===== config.mk =====
export PLATFORM = sky130hd
export DESIGN_NAME = vecfetch_unit
export DESIGN_NICKNAME = d
export VERILOG_FILES = /design/src/rtl/vf_pkg.sv /design/src/rtl/vf_irq_fwd.sv /design/src/rtl/vf_fetch_ctrl.sv /design/src/rtl/vf_zero_monitor.sv /design/src/rtl/vecfetch_unit.sv
export SDC_FILE = /design/constraint.sdc
export NUM_CORES = 1
export LEC_CHECK = 0
export ABC_AREA = 1
export ABC_CLOCK_PERIOD_IN_PS = 3700
export BUFFER_PORTS_ARGS = -buffer_cell sky130_fd_sc_hd__buf_4
export CAP_MARGIN = 20
export CORE_MARGIN = 5
export CORE_UTILIZATION = 55
export CTS_BUF_LIST = sky130_fd_sc_hd__clkbuf_4 sky130_fd_sc_hd__clkbuf_8
export CTS_CLUSTER_SIZE = 30
export DETAILED_ROUTE_END_ITERATION = 7
export HOLD_SLACK_MARGIN = 0.12
export PLACE_DENSITY = 0.78
export SLEW_MARGIN = 10
export SYNTH_ARGS = -nofsm -noshare
export SYNTH_HDL_FRONTEND = slang
export SYNTH_HIERARCHICAL = 1
export SYNTH_SLANG_ARGS = --single-unit

===== constraint.sdc =====
create_clock -name clk -period 3.7 [get_ports clk]
set_input_delay 0.185 -clock clk [delete_from_list [all_inputs] [get_ports clk]]
set_output_delay 0.185 -clock clk [all_outputs]
set_load 0.1 [all_outputs]

===== src/rtl/vf_pkg.sv =====
package vf_pkg;

  typedef enum logic [1:0] {FS_IDLE, FS_GRANT, FS_DROP} fetch_state_t;

  // Timer value at which an unanswered grant is given up.
  function automatic logic timer_expired(input int unsigned tval, input int unsigned limit);
    return tval == limit - 1;
  endfunction

  // Zero-vector count update: a clear wins, reaching the limit wraps to zero.
  function automatic int unsigned zc_next(input int unsigned cnt, input logic inc,
                                          input logic clr, input int unsigned limit);
    if (clr) return 0;
    if (inc) return (cnt + 1 >= limit) ? 0 : cnt + 1;
    return cnt;
  endfunction

  function automatic logic zc_trip(input int unsigned cnt, input logic inc,
                                   input logic clr, input int unsigned limit);
    return !clr && inc && (cnt + 1 >= limit);
  endfunction

endpackage


===== src/rtl/vf_irq_fwd.sv =====
module vf_irq_fwd #(
  parameter int NLVL = 4
) (
  input  logic            clk,
  input  logic            rst_n,
  input  logic [NLVL-1:0] req_in,
  output logic [NLVL-1:0] irq_out
);
  for (genvar g = 0; g < NLVL; g++) begin : g_lvl
    always_ff @(posedge clk) begin
      if (!rst_n) irq_out[g] <= 1'b0;
      else        irq_out[g] <= req_in[g];
    end
  end
endmodule


===== src/rtl/vf_fetch_ctrl.sv =====
module vf_fetch_ctrl
  import vf_pkg::*;
#(
  parameter int NLVL    = 4,
  parameter int VW      = 16,
  parameter int TIMEOUT = 64
) (
  input  logic                    clk,
  input  logic                    rst_n,
  input  logic                    host_rd,
  input  logic [$clog2(NLVL)-1:0] host_lvl,
  input  logic                    dev_strobe,
  input  logic [VW-1:0]           dev_vec,
  input  logic                    in_reset,
  output logic [NLVL-1:0]         dev_grant,
  output logic                    host_rdy,
  output logic [VW-1:0]           host_data,
  output logic                    zero_evt,
  output logic                    vec_take
);
  localparam int LW = $clog2(NLVL);
  localparam int TW = (TIMEOUT > 1) ? $clog2(TIMEOUT) : 1;

  fetch_state_t   state;
  logic [TW-1:0]  tmr;
  logic [NLVL-1:0] lvl_dec;
  logic           expired;

  for (genvar g = 0; g < NLVL; g++) begin : g_dec
    assign lvl_dec[g] = (host_lvl == LW'(g));
  end

  assign expired  = timer_expired(int'(tmr), TIMEOUT);
  assign vec_take = (state == FS_GRANT) && !in_reset && dev_strobe;
  assign zero_evt = (state == FS_GRANT) && !in_reset && !dev_strobe && expired;

  always_ff @(posedge clk) begin
    if (!rst_n) begin
      state     <= FS_IDLE;
      tmr       <= '0;
      dev_grant <= '0;
      host_rdy  <= 1'b0;
      host_data <= '0;
    end else begin
      host_rdy <= 1'b0;
      case (state)
        FS_IDLE: begin
          if (host_rd) begin
            if (in_reset) begin
              host_rdy  <= 1'b1;
              host_data <= '0;
            end else begin
              dev_grant <= lvl_dec;
              tmr       <= '0;
              state     <= FS_GRANT;
            end
          end
        end
        FS_GRANT: begin
          if (in_reset || zero_evt) begin
            dev_grant <= '0;
            host_rdy  <= 1'b1;
            host_data <= '0;
            state     <= FS_IDLE;
          end else if (vec_take) begin
            host_data <= dev_vec;
            state     <= FS_DROP;
          end else begin
            tmr <= tmr + 1'b1;
          end
        end
        FS_DROP: begin
          if (in_reset) begin
            dev_grant <= '0;
            host_rdy  <= 1'b1;
            host_data <= '0;
            state     <= FS_IDLE;
          end else if (!dev_strobe) begin
            dev_grant <= '0;
            host_rdy  <= 1'b1;
            state     <= FS_IDLE;
          end
        end
        default: state <= FS_IDLE;
      endcase
    end
  end
endmodule


===== src/rtl/vf_zero_monitor.sv =====
module vf_zero_monitor
  import vf_pkg::*;
#(
  parameter int ZLIMIT  = 250000,
  parameter int RST_CYC = 16
) (
  input  logic clk,
  input  logic rst_n,
  input  logic zero_evt,
  input  logic clr_cmd,
  output logic bus_reset
);
  localparam int ZW = $clog2(ZLIMIT + 1);
  localparam int PW = $clog2(RST_CYC + 1);

  logic [ZW-1:0] zcnt;
  logic [PW-1:0] pcnt;
  logic          trip;

  assign trip = zc_trip(int'(zcnt), zero_evt, clr_cmd, ZLIMIT);

  always_ff @(posedge clk) begin
    if (!rst_n) begin
      zcnt      <= '0;
      pcnt      <= '0;
      bus_reset <= 1'b0;
    end else if (bus_reset) begin
      zcnt <= '0;
      pcnt <= pcnt + 1'b1;
      if (pcnt == PW'(RST_CYC - 1)) bus_reset <= 1'b0;
    end else begin
      zcnt <= ZW'(zc_next(int'(zcnt), zero_evt, clr_cmd, ZLIMIT));
      if (trip) begin
        bus_reset <= 1'b1;
        pcnt      <= '0;
      end
    end
  end
endmodule


===== src/rtl/vecfetch_unit.sv =====
module vecfetch_unit #(
  parameter int NLVL    = 4,
  parameter int VW      = 16,
  parameter int TIMEOUT = 64,
  parameter int ZLIMIT  = 250000,
  parameter int RST_CYC = 16
) (
  input  logic                    clk,
  input  logic                    rst_n,
  input  logic [NLVL-1:0]         dev_req,
  output logic [NLVL-1:0]         host_irq,
  input  logic                    host_rd,
  input  logic [$clog2(NLVL)-1:0] host_lvl,
  input  logic                    host_clr_zc,
  output logic                    host_rdy,
  output logic [VW-1:0]           host_data,
  output logic [NLVL-1:0]         dev_grant,
  input  logic                    dev_strobe,
  input  logic [VW-1:0]           dev_vec,
  output logic                    bus_reset
);
  logic zero_evt;
  logic vec_take;

  vf_irq_fwd #(.NLVL(NLVL)) u_fwd (
    .clk(clk), .rst_n(rst_n), .req_in(dev_req), .irq_out(host_irq)
  );

  vf_fetch_ctrl #(.NLVL(NLVL), .VW(VW), .TIMEOUT(TIMEOUT)) u_fetch (
    .clk(clk), .rst_n(rst_n), .host_rd(host_rd), .host_lvl(host_lvl),
    .dev_strobe(dev_strobe), .dev_vec(dev_vec), .in_reset(bus_reset),
    .dev_grant(dev_grant), .host_rdy(host_rdy), .host_data(host_data),
    .zero_evt(zero_evt), .vec_take(vec_take)
  );

  vf_zero_monitor #(.ZLIMIT(ZLIMIT), .RST_CYC(RST_CYC)) u_zmon (
    .clk(clk), .rst_n(rst_n), .zero_evt(zero_evt), .clr_cmd(host_clr_zc),
    .bus_reset(bus_reset)
  );
endmodule


; Yosys cells after proc, flatten, opt, wreduce, memory -nomap -nowiden
; Cells that the tools add are included.
[totals]
wordCells = 94
ff_bits = 57
[op_classes]
n_bitwise = 1
addsub = 3
n_eq_ne = 14
n_reduce_logical = 20
n_lt_le_gt_ge = 1
muxes = 43
[op_table]
columns = op, count
row1 = 2-to-1 mux 16 bit, 4
row2 = one-hot mux 16 bit (3 select lines), 1
row3 = 2-to-1 mux 18 bit, 2
row4 = 2-to-1 mux 6 bit, 4
row5 = 2-to-1 mux 4 bit, 5
row6 = adder 18 x 1 -> 19 bit (second input constant), 1
row7 = >= comparator 19 x 18 -> 1 bit (second input constant), 1
row8 = 2-to-1 mux 1 bit, 15
row9 = 2-to-1 mux 2 bit, 6
row10 = one-hot mux 4 bit (3 select lines), 1
row11 = one-hot mux 6 bit (2 select lines), 1
row12 = 2-to-1 mux 5 bit, 2
row13 = inequality test 2 bit (second input constant), 5
row14 = AND reduction 5 bit, 2
row15 = adder 6 x 1 -> 6 bit (second input constant), 1
row16 = == test 2 bit (second input constant), 3
row17 = == test 6 bit (second input constant), 1
row18 = logical AND 1 bit, 6
row19 = inequality test 3 x 2 -> 1 bit (second input constant), 2
row20 = one-hot mux 2 bit (3 select lines), 1
row21 = adder 5 x 1 -> 5 bit (second input constant), 1
row22 = == test 5 x 4 -> 1 bit (second input constant), 1
row23 = == test 2 x 1 -> 1 bit (second input constant), 2
row24 = logical NOT 2 bit, 2
row25 = 9 further kinds, 12

; Depth between registers and ports, before layout
; Gate-level depths: netlist of the first run.
[depth]
depth_word = 8
mapped_depth = 15
mapped_depth_nobuf = 15

; Modules after synthesis
; The synthesis of the first run kept the hierarchy.
[modules_own_cells]
columns = module, cells_each, area_per_inst_um2, n_inst, seq_area_each_um2
row1 = vf_fetch_ctrl, 236, 1586.5, 1, 580.6
row2 = vf_zero_monitor, 246, 1582.8, 1, 480.5
row3 = vf_irq_fwd, 12, 110.1, 1, 80.1

; Least setup slack after synthesis of the first run
; OpenSTA, ideal clock, no wires.
[synth_timing]
kind = register -> register
start = reg u_zmon.bus_reset
end = reg u_zmon.zcnt[10]
arrival_ns = 2.416
stages_incl_launch_ff = 11
setup_slack_ns = 1.213
setup_ns = 0.071
synth_period_minus_slack_ns = 2.487
required_ns = 3.629
path_buffers = 2
cell_sequence = dfxtp_1 > inv_2 > nand2_4 > nor2_2 > nand2_4 > buf_2 > inv_1 > clkinv_1 > clkbuf_1 > nand2_1 > a21oi_2
[synth_via]
elab_chain_cells = 8
elab_cells_between_ends = 10
cone_classes = 5 x mux / 5 x reduce/logical
[synth_lines]
columns = element, line_no
row1 = "start, declared", vf_zero_monitor.sv:11  ; output logic bus_reset
row2 = "start signal, assigned", vf_zero_monitor.sv:26  ; bus_reset <= 1'b0;
row3 = "start signal, assigned", vf_zero_monitor.sv:30  ; if (pcnt == PW'(RST_CYC - 1)) bus_reset <= 1'b0;
row4 = "start signal, assigned", vf_zero_monitor.sv:34  ; bus_reset <= 1'b1;
row5 = logical NOT 1 bit *, vf_fetch_ctrl.sv:35  ; assign zero_evt = (state == FS_GRANT) && !in_reset && !dev_strobe && expired;
row6 = logical AND 1 bit * (3 in series), vf_fetch_ctrl.sv:35
row7 = net zero_evt, vecfetch_unit.sv:22  ; logic zero_evt;
row8 = 2-to-1 mux 1 bit (2 in series), vf_pkg.sv:14  ; if (inc) return (cnt + 1 >= limit) ? 0 : cnt + 1;
row9 = 2-to-1 mux 1 bit, vf_zero_monitor.sv:27  ; end else if (bus_reset) begin
row10 = 2-to-1 mux 1 bit, vf_zero_monitor.sv:23  ; if (!rst_n) begin
row11 = "end signal, assigned", vf_zero_monitor.sv:32  ; zcnt <= ZW'(zc_next(int'(zcnt), zero_evt, clr_cmd, ZLIMIT));
row12 = "end, declared", vf_zero_monitor.sv:16  ; logic [ZW-1:0] zcnt;
; Mark *: on every way through the listed nets, which the timed path passes. The rest lies on a longest branch. The select of a mux whose other input is x is not followed.
; A chain may end at the register's enable or synchronous reset.

; Worst setup path after layout of the first run
[layout_timing]
start = reg u_fetch.state[1]
end = reg u_zmon.zcnt[15]
[layout_via]
elab_chain_cells = 8
elab_cells_between_ends = 9
cone_classes = 1 x eq/ne / 5 x mux / 3 x reduce/logical
[layout_lines]
columns = element, line_no
row1 = "start, declared", vf_fetch_ctrl.sv:24  ; fetch_state_t state;
row2 = "start signal, assigned", vf_fetch_ctrl.sv:39  ; state <= FS_IDLE;
row3 = "start signal, assigned", vf_fetch_ctrl.sv:55  ; state <= FS_GRANT;
row4 = "start signal, assigned", vf_fetch_ctrl.sv:64  ; state <= FS_IDLE;
row5 = == test 2 x 1 -> 1 bit *, vf_fetch_ctrl.sv:35
row6 = logical AND 1 bit * (3 in series), vf_fetch_ctrl.sv:35
row7 = net zero_evt, vecfetch_unit.sv:22
row8 = 2-to-1 mux 1 bit (2 in series), vf_pkg.sv:14
row9 = 2-to-1 mux 1 bit, vf_zero_monitor.sv:27
row10 = 2-to-1 mux 1 bit, vf_zero_monitor.sv:23
; Marks and branches as above.

==> reports/summary.txt, run 1 <==
PLACED DESIGN
----------------------------------------------------------------------------------
Port buffer count                                                               52
Global placer's final weighted congestion                                   0.8738
Placed inst area                                                      0.003672 mm²
Post-placement cell count                                                      609
HPWL after detailed placement                                             5.631 mm

STA
----------------------------------------------------------------------------------
Clock period minus final worst setup slack                                2.628 ns
Final hold violation count                                                       0
Final TNS setup                                                               0 ns
Worst slew slack as a fraction of its limit                                 0.5427
Achievable Freq                                                          380.5 MHz
Transition time of the tightest slew-check pin                           0.6852 ns
Setup repair after global routing missed its margin                             no
Final Setup Violations                                                           0
Total count of max-transition violations in the final report                     0
Final period util                                                           0.7104
Worst hold margin                                                        0.1683 ns
Largest clock skew in the final design                                 0.007528 ns

GLOBAL ROUTE
----------------------------------------------------------------------------------
Number of global-route vias before repair                                    2,981
Number of antenna violations at the first check in global routing                0
Maximum number of pins on one net before global-route repair                    31
First-pass GRT wire length                                                12.75 mm
Global route overflow                                                            0
Overall Global Routing Usage                                                0.2081

FINAL LAYOUT
----------------------------------------------------------------------------------
Syn-to-layout area delta                                                    20.49%
Final-layout fill cell count                                                   528
Layout Cells excl Fill                                                         629
Commonest cells after routing, fill and taps aside                    sky130_fd_sc_hd__nand2_1 (139), sky130_fd_sc_hd__nor2_1 (64), sky130_fd_sc_hd__dfxtp_1 (57)
Antenna cells                                                                    0
Share of final-layout standard cells stronger than drive strength 1         0.2112
Final Cell Area                                                       0.003951 mm²
Most common library cell in the layout ignoring fill and taps         sky130_fd_sc_hd__nand2_1
Nets                                                                           585

POWER AND IR DROP
----------------------------------------------------------------------------------
Clock share of power                                                         0.261
Proportion of total power due to net switching                              0.4549
Sw Pwr                                                                  0.001199 W
Leak pwr                                                                  1.722 nW
Share of power burned in registers                                           0.299
VDD IR max                                                             0.0004808 V
Power density of the placed cells                                     666.8 mW/mm²
Combinational share of power                                                 0.440
Internal Power                                                          0.001436 W

DRT
----------------------------------------------------------------------------------
Antenna-violating nets left                                                      0
Starting DRC count in detailed routing                                         209
Total wirelength of the detailed-routed design                            7.708 mm
Routed WL per cell                                                        12.25 µm
Pre-antenna DRT Iters                                                            5
Detailed-route vias per instance                                             5.167
Drc violations                                                                   0
Total number of vias                                                         3,250

CTS
----------------------------------------------------------------------------------
Clock sinks                                                                     57
Clock Pin Slew Worst Setup and Hold Paths                                  0.07 ns
Post-CTS sizing                                                                  0
Clock network latency to the later pin of the worst-skew pair              0.34 ns
TritonCTS Buffers                                                                9
Depth of the CTS H-tree                                                          3
TritonCTS clock tree                                                           yes
CTS Root Buffer Type                                                  sky130_fd_sc_hd__clkbuf_8
Clk buf depth                                                                    2

WORST SETUP PATH
----------------------------------------------------------------------------------
Setup Crit Path Kind                                                    reg -> reg
Sort of element at the end of the critical path                           register
CP Data Arrival Time                                                       2.89 ns
Crit start category                                                       register
Maximum fanout along the worst path                                             18
Data required time of the critical path                                    3.96 ns

DIE
----------------------------------------------------------------------------------
Die area                                                              0.007606 mm²
Number of cell rows                                                             28
Chip Width                                                                87.22 µm
Top-level port count                                                            53
Starting Density                                                            0.5605
Die height                                                                87.22 µm
Core footprint                                                        0.005851 mm²

SYNTH
----------------------------------------------------------------------------------
Post-synthesis instance area                                          0.003279 mm²
Number of synthesized flops with an enable pin                                   0
Yosys Warn Count                                                                 6
Synthesized net count                                                          530
Most used DFF post-synth                                              sky130_fd_sc_hd__dfxtp_1
Mean Syn Cell Area                                                       6.638 µm²
Async S/R FF share, synth                                                        0
Gate Count Post-Synth                                                          494
Number of library cell types mapped by synthesis                                33
#FFs+latches synth                                                              57
Post-synthesis sequential area ratio                                        0.3480

RUN
----------------------------------------------------------------------------------
Maxcap violations                                                                0

STATUS
----------------------------------------------------------------------------------
Run status                                                            finished clean

MIN PATH
----------------------------------------------------------------------------------
Min-delay worst type                                                     in -> reg

-- critical path, stage by stage, from the launching register on --
cell	delay, ns
sky130_fd_sc_hd__dfxtp_1	0.33
sky130_fd_sc_hd__inv_1	0.12
sky130_fd_sc_hd__ha_1	0.38
sky130_fd_sc_hd__nand2_4	0.10
sky130_fd_sc_hd__nor2_2	0.16
sky130_fd_sc_hd__nand2_4	0.15
sky130_fd_sc_hd__inv_1	0.15
sky130_fd_sc_hd__clkinv_1	0.34
sky130_fd_sc_hd__nor2_4	0.51
sky130_fd_sc_hd__nand2_1	0.15
sky130_fd_sc_hd__a21oi_2	0.15
-- registers in the layout, indices dropped and copies added, names as in the netlist --
signal	cells
u_zmon/zcnt	18
u_fetch/host_data	16
u_fetch/tmr	6
u_zmon/pcnt	5
u_fetch/dev_grant	4
u_fwd/irq_out	4
u_fetch/state	2
u_fetch/host_rdy	1
u_zmon/bus_reset	1
-- path summary, 6_finish.rpt --
kind / from / endpoint / slack [ns] / depth (start not counted)
min reg2reg: u_fetch/dev_grant[2]$_SDFFE_PN0P_ / u_fetch/dev_grant[2]$_SDFFE_PN0P_ / 0.47 / 2
max: u_fetch/state[1]$_SDFFE_PN0P_ / u_zmon/zcnt[15]$_SDFFE_PP0P_ / 1.07 / 10
max reg2reg: u_fetch/state[1]$_SDFFE_PN0P_ / u_zmon/zcnt[15]$_SDFFE_PP0P_ / 1.07 / 10
min: host_clr_zc / u_zmon/zcnt[2]$_SDFFE_PP0P_ / 0.17 / 4
-- repair_timing --
| action | CTS | global route |
|---|---|---|
| hold buffers | 4 | 0 |
| buffers inserted | 0 | 0 |
| hold endpoints to repair | 4 | 0 |
-- logic make-up after synthesis --
family | synth area share
AO/OA/AOI/OAI | 0.09729
XOR/XNOR | 0.01068
adder cells (fa/ha/maj) | 0.03434
buffers and inverters | 0.09843
flip-flops | 0.3480
AND/OR/NAND/NOR | 0.4113
-- metrics by stage --
step	setup slack (ns)	util	total power (W)
2_1_floorplan	1.213	-	0.001755
3_3_place_gp	1.234	0.6277	0.001926
5_1_grt	0.8730	0.6754	0.002774
4_1_cts	1.070	0.6754	0.002644
3_5_place_dp	1.091	0.6277	0.001953
6_report	1.072	0.6754	0.002635
-- metal layers --
| metal | vias to the layer above | share of wire | wire length [µm] | global-route usage |
|---|---|---|---|---|
| li1 | 1674 | - | - | - |
| met1 | 1484 | 0.44 | 3380 | 0.2497 |
| met2 | 78 | 0.49 | 3771 | 0.3520 |
| met3 | 14 | 0.055 | 425 | 0.05866 |
| met4 | 0 | 0.017 | 130 | 0.07950 |
| met5 | - | 0 | 0 | 0 |
-- synthesized netlist by cell type, types with 4 or more instances --
master                      n  share of area
sky130_fd_sc_hd__dfxtp_1   57           0.35
sky130_fd_sc_hd__inv_1     56          0.064
sky130_fd_sc_hd__nand2_2   15          0.029
sky130_fd_sc_hd__nor2_1    64          0.073
sky130_fd_sc_hd__nand4_1   11          0.021
sky130_fd_sc_hd__o21ai_0    7          0.011
sky130_fd_sc_hd__nor3_1     6         0.0092
sky130_fd_sc_hd__buf_6      4          0.014
sky130_fd_sc_hd__nor2_2     6          0.011
sky130_fd_sc_hd__buf_2      4         0.0061
sky130_fd_sc_hd__a21oi_1   27          0.041
sky130_fd_sc_hd__nand3_2    4          0.012
sky130_fd_sc_hd__nand3_1   42          0.064
sky130_fd_sc_hd__nand2_1  139           0.16
sky130_fd_sc_hd__ha_1       9          0.034
sky130_fd_sc_hd__o21ai_1    5         0.0076
sky130_fd_sc_hd__a21oi_2   10          0.027
-- cell type report --
type                    count  area [µm²]  share of cell area
clock inverters             4       73.82             0.01868
multi-input cells         365        1815              0.4595
inverters                  59       224.0             0.05668
repair buffers             57       437.9              0.1108
well taps                  75       93.84             0.02375
flip-flops and latches     57        1141              0.2888
clock buffers              12       165.2             0.04180
-- power by group through the flow --
stage | logic (W) | registers (W) | clock network, W
after CTS | 0.00116 | 0.000788 | 0.000696
final | 0.00116 | 0.000788 | 0.000687
after global routing | 0.00124 | 0.000802 | 0.000730
after global placement | 0.00113 | 0.000794 | 0
after floorplan | 0.000474 | 0.00128 | 0
after detailed placement | 0.00115 | 0.000802 | 0
Power figures use the tool's default switching activity.
==> run 2: changes to the inputs <==
ABC_CLOCK_PERIOD_IN_PS = 2300   (was 3700)
CORE_UTILIZATION = 53   (was 55)
PLACE_DENSITY = 0.79   (was 0.78)
clock period = 2.3 ns   (was 3.7 ns; I/O delays follow)
==> reports/summary.txt, run 2 (synthesis results as in run 1) <==
DRT
----------------------------------------------------------------------------------
Detailed-route vias per instance                                             5.075   was 5.167
Antenna-violating nets left                                                      0   unchanged
Wire length on met3                                                         505 µm   was 425 µm
Total number of vias                                                         3,304   was 3,250
Wire length on met1                                                       3.351 mm   was 3.380 mm
Max layer used                                                                met4   unchanged
Total wirelength of the detailed-routed design                            7.850 mm   was 7.708 mm
Routed length on met2                                                     3.876 mm   was 3.771 mm
Routed WL per cell                                                        12.06 µm   was 12.25 µm
Starting DRC count in detailed routing                                         207   was 209
Pre-antenna DRT Iters                                                            4   was 5
Drc violations                                                                   0   unchanged

POWER AND IR DROP
----------------------------------------------------------------------------------
VDD IR max                                                             0.0008549 V   was 0.0004808 V
Power density of the placed cells                                      1000 mW/mm²   was 666.8 mW/mm²
Leak pwr                                                                  1.798 nW   was 1.722 nW
Power consumption                                                       0.004163 W   was 0.002635 W

DIE
----------------------------------------------------------------------------------
Number of cell rows                                                             28   unchanged
Starting Density                                                            0.5506   was 0.5605
Die height                                                                88.66 µm   was 87.22 µm
Core footprint                                                        0.005956 mm²   was 0.005851 mm²
Die area                                                              0.007861 mm²   was 0.007606 mm²
Top-level port count                                                            53   unchanged
Chip Width                                                                88.66 µm   was 87.22 µm

STA
----------------------------------------------------------------------------------
Largest clock skew in the final design                                  0.01660 ns   was 0.007528 ns
Achievable Freq                                                          475.3 MHz   was 380.5 MHz
Final hold violation count                                                       0   unchanged
Clock period minus final worst setup slack                                2.104 ns   was 2.628 ns
Final period util                                                           0.9147   was 0.7104
Total count of max-transition violations in the final report                     0   unchanged
Worst slew slack as a fraction of its limit                                 0.5358   was 0.5427
Transition time of the tightest slew-check pin                           0.6956 ns   was 0.6852 ns
Final Setup Violations                                                           0   unchanged
Worst Setup Slack, final                                                 0.1961 ns   was 1.072 ns
Worst hold margin                                                        0.1348 ns   was 0.1683 ns

FINAL LAYOUT
----------------------------------------------------------------------------------
Syn-to-layout area delta                                                    26.90%   was 20.49%
Commonest cells after routing, fill and taps aside                    sky130_fd_sc_hd__nand2_1 (139), sky130_fd_sc_hd__nor2_1 (62), sky130_fd_sc_hd__buf_4 (58)   was sky130_fd_sc_hd__nand2_1 (139), sky130_fd_sc_hd__nor2_1 (64), sky130_fd_sc_hd__dfxtp_1 (57)
Nets                                                                           607   was 585
Share of final-layout standard cells stronger than drive strength 1         0.2292   was 0.2112
Most common library cell in the layout ignoring fill and taps         sky130_fd_sc_hd__nand2_1   unchanged
Top reg by flops                                                       u_zmon/zcnt   unchanged
Top Registers                                                         u_zmon/zcnt: 18 flops, u_fetch/host_data: 16 flops, u_fetch/tmr: 6 flops   unchanged
Final Cell Area                                                       0.004161 mm²   was 0.003951 mm²
Largest register FFs                                                            18   unchanged
Antenna cells                                                                    0   unchanged
Layout Cells excl Fill                                                         651   was 629

GLOBAL ROUTE
----------------------------------------------------------------------------------
Global route overflow                                                            0   unchanged
Maximum number of pins on one net before global-route repair                    31   unchanged
Number of antenna violations at the first check in global routing                0   unchanged
First-pass GRT wire length                                                13.46 mm   was 12.75 mm
Overall Global Routing Usage                                                0.2163   was 0.2081
Number of global-route vias before repair                                    3,112   was 2,981

PLACED DESIGN
----------------------------------------------------------------------------------
HPWL after detailed placement                                             5.443 mm   was 5.631 mm
Placed inst area                                                      0.003731 mm²   was 0.003672 mm²
Setup slack at placement                                                 0.1399 ns   was 1.091 ns
Port buffer count                                                               52   unchanged
Global placer's final weighted congestion                                   0.9050   was 0.8738
Post-placement cell count                                                      615   was 609

WORST SETUP PATH
----------------------------------------------------------------------------------
Bufs and invs on worst path                                                      1   was 3
R2r setup slk                                                              0.20 ns   was 1.07 ns
Dominant cell type by count on the critical path                      sky130_fd_sc_hd__nand2_1
CP Data Arrival Time                                                       2.31 ns   was 2.89 ns
Capture instance of the worst register-to-register path               u_zmon/zcnt[10]$_SDFFE_PP0P_   was u_zmon/zcnt[15]$_SDFFE_PP0P_
Setup Crit Path Kind                                                    reg -> reg   unchanged
Crit start category                                                       register   unchanged
Maximum fanout along the worst path                                             16   was 18
Crit path max-delay family                                            simple AND/OR/NAND/NOR gates   unchanged
Slowest Stage Delay on Critical Path                                       0.36 ns   was 0.51 ns
Critical Path, Cell by Cell                                           ha_2 > nand2_2 > nor2_4 > nand2_1 > nor2_1 > nand2_1 > nand2_1 > nand2_1 > a21boi_1 > nand2_1 > nand3_4 > nor2_4 > buf_12 > nand2_1 > a21oi_2   was inv_1 > ha_1 > nand2_4 > nor2_2 > nand2_4 > inv_1 > clkinv_1 > nor2_4 > nand2_1 > a21oi_2
Startpoint of the most critical register-to-register path             u_zmon/zcnt[0]$_SDFFE_PP0P_   was u_fetch/state[1]$_SDFFE_PN0P_
Max stage delay cell, worst path                                      sky130_fd_sc_hd__dfxtp_2   was sky130_fd_sc_hd__nor2_4
R2R cell count                                                                  15   was 10
Sort of element at the end of the critical path                           register   unchanged
Data required time of the critical path                                    2.51 ns   was 3.96 ns

MIN PATH
----------------------------------------------------------------------------------
Min-delay worst type                                                     in -> reg   unchanged
Count of cells along the worst hold path                                         5   was 4
Hold Startpoint                                                         dev_vec[4]   was host_clr_zc
Hold Path End                                                         u_fetch/host_data[4]$_SDFFE_PN0P_   was u_zmon/zcnt[2]$_SDFFE_PP0P_

CTS
----------------------------------------------------------------------------------
Clock sinks                                                                     57   unchanged
Clock network latency to the later pin of the worst-skew pair              0.36 ns   was 0.34 ns
Clk buf depth                                                                    2   unchanged
Depth of the CTS H-tree                                                          3   unchanged
TritonCTS Buffers                                                                9   unchanged
TritonCTS clock tree                                                           yes   unchanged
Clock Pin Slew Worst Setup and Hold Paths                                  0.06 ns   was 0.07 ns
CTS Root Buffer Type                                                  sky130_fd_sc_hd__clkbuf_8   unchanged

RUN
----------------------------------------------------------------------------------
Maxcap violations                                                                0   unchanged

STATUS
----------------------------------------------------------------------------------
Run status                                                            finished clean   unchanged

run 2: cell types whose count changed in the layout (fill, tap and decap cells not counted), sizes merged:
cell	previous run	this run
dlygate4sd3	4	20
buf	53	59
clkbuf	12	10
clkinvlp	0	2
bufinv	2	1
inv	58	59
run 2: worst max path at each step:
stage	startpoint	to	slack, ns	depth (start not counted)
after global placement	u_zmon/zcnt[0]$_SDFFE_PP0P_	u_zmon/zcnt[10]$_SDFFE_PP0P_	0.21	15
after global routing	u_zmon/zcnt[0]$_SDFFE_PP0P_	u_zmon/bus_reset$_SDFF_PN0_	-0.07	15
final	u_zmon/zcnt[0]$_SDFFE_PP0P_	u_zmon/zcnt[10]$_SDFFE_PP0P_	0.20	15
after floorplan	u_fetch/state[1]$_SDFFE_PN0P_	u_zmon/zcnt[10]$_SDFFE_PP0P_	0.21	13
after CTS	u_zmon/zcnt[1]$_SDFFE_PP0P_	u_zmon/zcnt[10]$_SDFFE_PP0P_	0.12	15
after detailed placement	u_zmon/zcnt[1]$_SDFFE_PP0P_	u_zmon/zcnt[10]$_SDFFE_PP0P_	0.14	15
run 2: per-layer routing:
layer / vias up / GRT usage
met1: 1482 / 0.2565
li1: 1720 / -
met4: 0 / 0.1071
met3: 14 / 0.04283
met5: - / 0
met2: 88 / 0.3704
run 2: power breakdown:
part	switching, W	internal, W
registers	0.000112	0.00115
logic	0.00143	0.000515
clock network	0.000430	0.000530
total	0.00197	0.00220
run 2: metrics by stage:
step	setup TNS, ns	util
after floorplan	0	-
after global placement	0	0.6265
after detailed placement	0	0.6265
after CTS	0	0.6945
after global routing	-0.6579	0.6987
final	0	0.6987
run 2: repair_timing:
action,4_1_cts,5_1_grt
setup buffers,0,0
hold endpoints to repair,22,0
endpoints found under the setup margin,0,20
hold buffers,20,0
gates resized for setup,0,13
run 2: final cells by class:
type                            instances  area (µm²)
Clock buffer                           10       137.6
Fill cell                             513        1794
Multi-Input combinational cell        365        1836
Clock inverter                          6       67.56
Tap cell                               75       93.84
Timing Repair Buffer                   79       655.6
Sequential cell                        57        1147
Inverter                               59       224.0
run 2: worst register-to-register path, delay by kind of cell (launching register included):
family          cells  cell delay [ns]
simple gates       11             1.08
flops               1             0.36
fa+ha+maj           1             0.19
compound gates      2             0.19
buf+inv             1             0.14
==> run 3: changes to the inputs <==
BUFFER_PORTS_ARGS = -buffer_cell sky130_fd_sc_hd__buf_2   (was -buffer_cell sky130_fd_sc_hd__buf_4)
CORE_MARGIN = 2   (was 5)
==> reports/summary.txt, run 3 (synthesis results as in run 1) <==
POWER AND IR DROP
----------------------------------------------------------------------------------
Internal Power                                                          0.002136 W   was 0.002196 W
Power density of the placed cells                                      1003 mW/mm²   was 1000 mW/mm²
Sw Pwr                                                                  0.001916 W   was 0.001968 W
Leak pwr                                                                  1.787 nW   was 1.798 nW
VDD IR max                                                             0.0008994 V   was 0.0008549 V
Proportion of total power due to net switching                              0.4729   was 0.4726
Clock share of power                                                         0.231   was 0.230
Share of power burned in registers                                           0.310   was 0.303
Combinational share of power                                                 0.459   was 0.466

STA
----------------------------------------------------------------------------------
Worst slew slack as a fraction of its limit                                 0.5196   was 0.5358
Final hold violation count                                                       0   unchanged
Clock period minus final worst setup slack                                2.128 ns   was 2.104 ns
Final period util                                                           0.9251   was 0.9147
Setup repair after global routing missed its margin                             no
Final Setup Violations                                                           0   unchanged
Achievable Freq                                                          470.0 MHz   was 475.3 MHz
Largest clock skew in the final design                                 0.009466 ns   was 0.01660 ns
Final TNS setup                                                               0 ns   unchanged
Total count of max-transition violations in the final report                     0   unchanged
Transition time of the tightest slew-check pin                           0.7198 ns   was 0.6956 ns

CTS
----------------------------------------------------------------------------------
Depth of the CTS H-tree                                                          3   unchanged
CTS Root Buffer Type                                                  sky130_fd_sc_hd__clkbuf_8   unchanged
TritonCTS Buffers                                                                9   unchanged
Clock network latency to the later pin of the worst-skew pair              0.34 ns   was 0.36 ns
Clk buf depth                                                                    2   unchanged
Post-CTS setup-driven buffer insertion count                                     0   unchanged
TritonCTS clock tree                                                           yes   unchanged
Clock sinks                                                                     57   unchanged
Clock Pin Slew Worst Setup and Hold Paths                                  0.07 ns   was 0.06 ns

FINAL LAYOUT
----------------------------------------------------------------------------------
Commonest cells after routing, fill and taps aside                    sky130_fd_sc_hd__nand2_1 (139), sky130_fd_sc_hd__nor2_1 (64), sky130_fd_sc_hd__inv_1 (56)   was sky130_fd_sc_hd__nand2_1 (139), sky130_fd_sc_hd__nor2_1 (62), sky130_fd_sc_hd__buf_4 (58)
Share of final-layout standard cells stronger than drive strength 1         0.2193   was 0.2292
Largest register FFs                                                            18   unchanged
Most common library cell in the layout ignoring fill and taps         sky130_fd_sc_hd__nand2_1   unchanged
Syn-to-layout area delta                                                    23.24%   was 26.90%
Top reg by flops                                                       u_zmon/zcnt   unchanged
Top Registers                                                         u_zmon/zcnt: 18 flops, u_fetch/host_data: 16 flops, u_fetch/tmr: 6 flops   unchanged
Nets                                                                           610   was 607
Antenna cells                                                                    0   unchanged
Layout Cells excl Fill                                                         654   was 651
Final Cell Area                                                       0.004041 mm²   was 0.004161 mm²

DIE
----------------------------------------------------------------------------------
Starting Density                                                            0.5506   unchanged
Chip Width                                                                82.66 µm   was 88.66 µm
Die height                                                                82.66 µm   was 88.66 µm
Core footprint                                                        0.005956 mm²   unchanged
Die area                                                              0.006833 mm²   was 0.007861 mm²
Top-level port count                                                            53   unchanged
Number of cell rows                                                             28   unchanged

GLOBAL ROUTE
----------------------------------------------------------------------------------
Number of global-route vias before repair                                    2,980   was 3,112
Global route overflow                                                            0   unchanged
Maximum number of pins on one net before global-route repair                    31   unchanged
Overall Global Routing Usage                                                0.2405   was 0.2163
First-pass GRT wire length                                                12.57 mm   was 13.46 mm
Number of antenna violations at the first check in global routing                0   unchanged

DRT
----------------------------------------------------------------------------------
Total number of vias                                                         3,375   was 3,304
Antenna-violating nets left                                                      0   unchanged
Detailed-route vias per instance                                             5.161   was 5.075
Pre-antenna DRT Iters                                                            5   was 4
Drc violations                                                                   0   unchanged
Total wirelength of the detailed-routed design                            7.973 mm   was 7.850 mm
Starting DRC count in detailed routing                                         255   was 207
Routed WL per cell                                                        12.19 µm   was 12.06 µm

WORST SETUP PATH
----------------------------------------------------------------------------------
Slowest Stage Delay on Critical Path                                       0.43 ns   was 0.36 ns
Data required time of the critical path                                    2.48 ns   was 2.51 ns
Setup Crit Path Kind                                                    reg -> reg   unchanged
Max stage delay cell, worst path                                      sky130_fd_sc_hd__dfxtp_1   was sky130_fd_sc_hd__dfxtp_2
Crit start category                                                       register   unchanged
Critical Path, Cell by Cell                                           nand2_1 > nor2_1 > nand2_1 > nor2_1 > nor2_1 > nor2_2 > nand2_1 > nor2_1 > nand3_1 > nand3_2 > nor2_4 > buf_12 > nand2_1 > a21oi_1   was ha_2 > nand2_2 > nor2_4 > nand2_1 > nor2_1 > nand2_1 > nand2_1 > nand2_1 > a21boi_1 > nand2_1 > nand3_4 > nor2_4 > buf_12 > nand2_1 > a21oi_2
CP Data Arrival Time                                                       2.31 ns   about the same
Sort of element at the end of the critical path                           register   unchanged
Maximum fanout along the worst path                                             16   unchanged

PLACED DESIGN
----------------------------------------------------------------------------------
Post-placement cell count                                                      615   unchanged
Port buffer count                                                               52   unchanged
Placed inst area                                                      0.003601 mm²   was 0.003731 mm²
HPWL after detailed placement                                             5.416 mm   was 5.443 mm
Global placer's final weighted congestion                                   0.9017   was 0.9050

MIN PATH
----------------------------------------------------------------------------------
Min-delay worst type                                                     in -> reg   unchanged

RUN
----------------------------------------------------------------------------------
Maxcap violations                                                                0   unchanged

STATUS
----------------------------------------------------------------------------------
Run status                                                            finished clean   unchanged

## run 3: cell types whose count changed in the layout (fill, tap and decap cells not counted), sizes merged
cell,change
dlygate4sd3,+3
clkbuf,+1
inv,-1
## run 3: cell type report
cell class | instances | area [µm²]
Inverter | 59 | 224.0
Multi-Input combinational cell | 365 | 1823
Clock buffer | 11 | 145.1
Sequential cell | 57 | 1145
Clock inverter | 5 | 55.05
Timing Repair Buffer | 82 | 555.5
Fill cell | 502 | 1914
Tap cell | 75 | 93.84
## run 3: metal layers
metal,track usage,share of wire
met4,0.1115,0.016
met2,0.4266,0.50
met3,0.04674,0.054
met5,0,0
met1,0.2774,0.43
## run 3: worst paths after layout
kind | from | to | slack (ns) | cells past startpoint
max | u_zmon/zcnt[8]$_SDFFE_PP0P_ | u_zmon/zcnt[6]$_SDFFE_PP0P_ | 0.17 | 14
min | dev_vec[5] | u_fetch/host_data[5]$_SDFFE_PN0P_ | 0.14 | 5
min reg2reg | u_fetch/dev_grant[1]$_SDFFE_PN0P_ | u_fetch/dev_grant[1]$_SDFFE_PN0P_ | 0.47 | 2
max reg2reg | u_zmon/zcnt[8]$_SDFFE_PP0P_ | u_zmon/zcnt[6]$_SDFFE_PP0P_ | 0.17 | 14
## run 3: metrics by stage
| stage | power (W) | worst slack [ns] | hold WS (ns) | util |
|---|---|---|---|---|
| after global placement | 0.003047 | 0.2301 | 0.2918 | 0.6046 |
| final | 0.004052 | 0.1722 | 0.1363 | 0.6786 |
| after detailed placement | 0.003090 | 0.1508 | 0.3057 | 0.6046 |
| after floorplan | 0.002824 | 0.2110 | 0.2085 | - |
| after global routing | 0.004287 | 0.0004936 | 0.1538 | 0.6786 |
| after CTS | 0.004063 | 0.1280 | 0.1207 | 0.6769 |
## run 3: power groups by stage
stage / Sequential, W / Combinational [W] / Clock [W]
CTS: 0.00126 / 0.00185 / 0.000956
finish: 0.00126 / 0.00186 / 0.000935
global route: 0.00128 / 0.00201 / 0.000997
floorplan: 0.00206 / 0.000763 / 0
detailed placement: 0.00128 / 0.00181 / 0
global placement: 0.00127 / 0.00178 / 0
## run 3: worst max-delay path, delay by kind of cell, from the launching register on
kind	cells	cell delay (ns)
AND/OR/NAND/NOR	12	1.34
flip-flops	1	0.43
AO/OA/AOI/OAI	1	0.05
buffers and inverters	1	0.15
## run 3: repair_timing
action                                  CTS  global route
hold endpoints to repair                 25             0
endpoints found under the setup margin    0            17
hold buffers                             23             0
gates resized for setup                   0             5
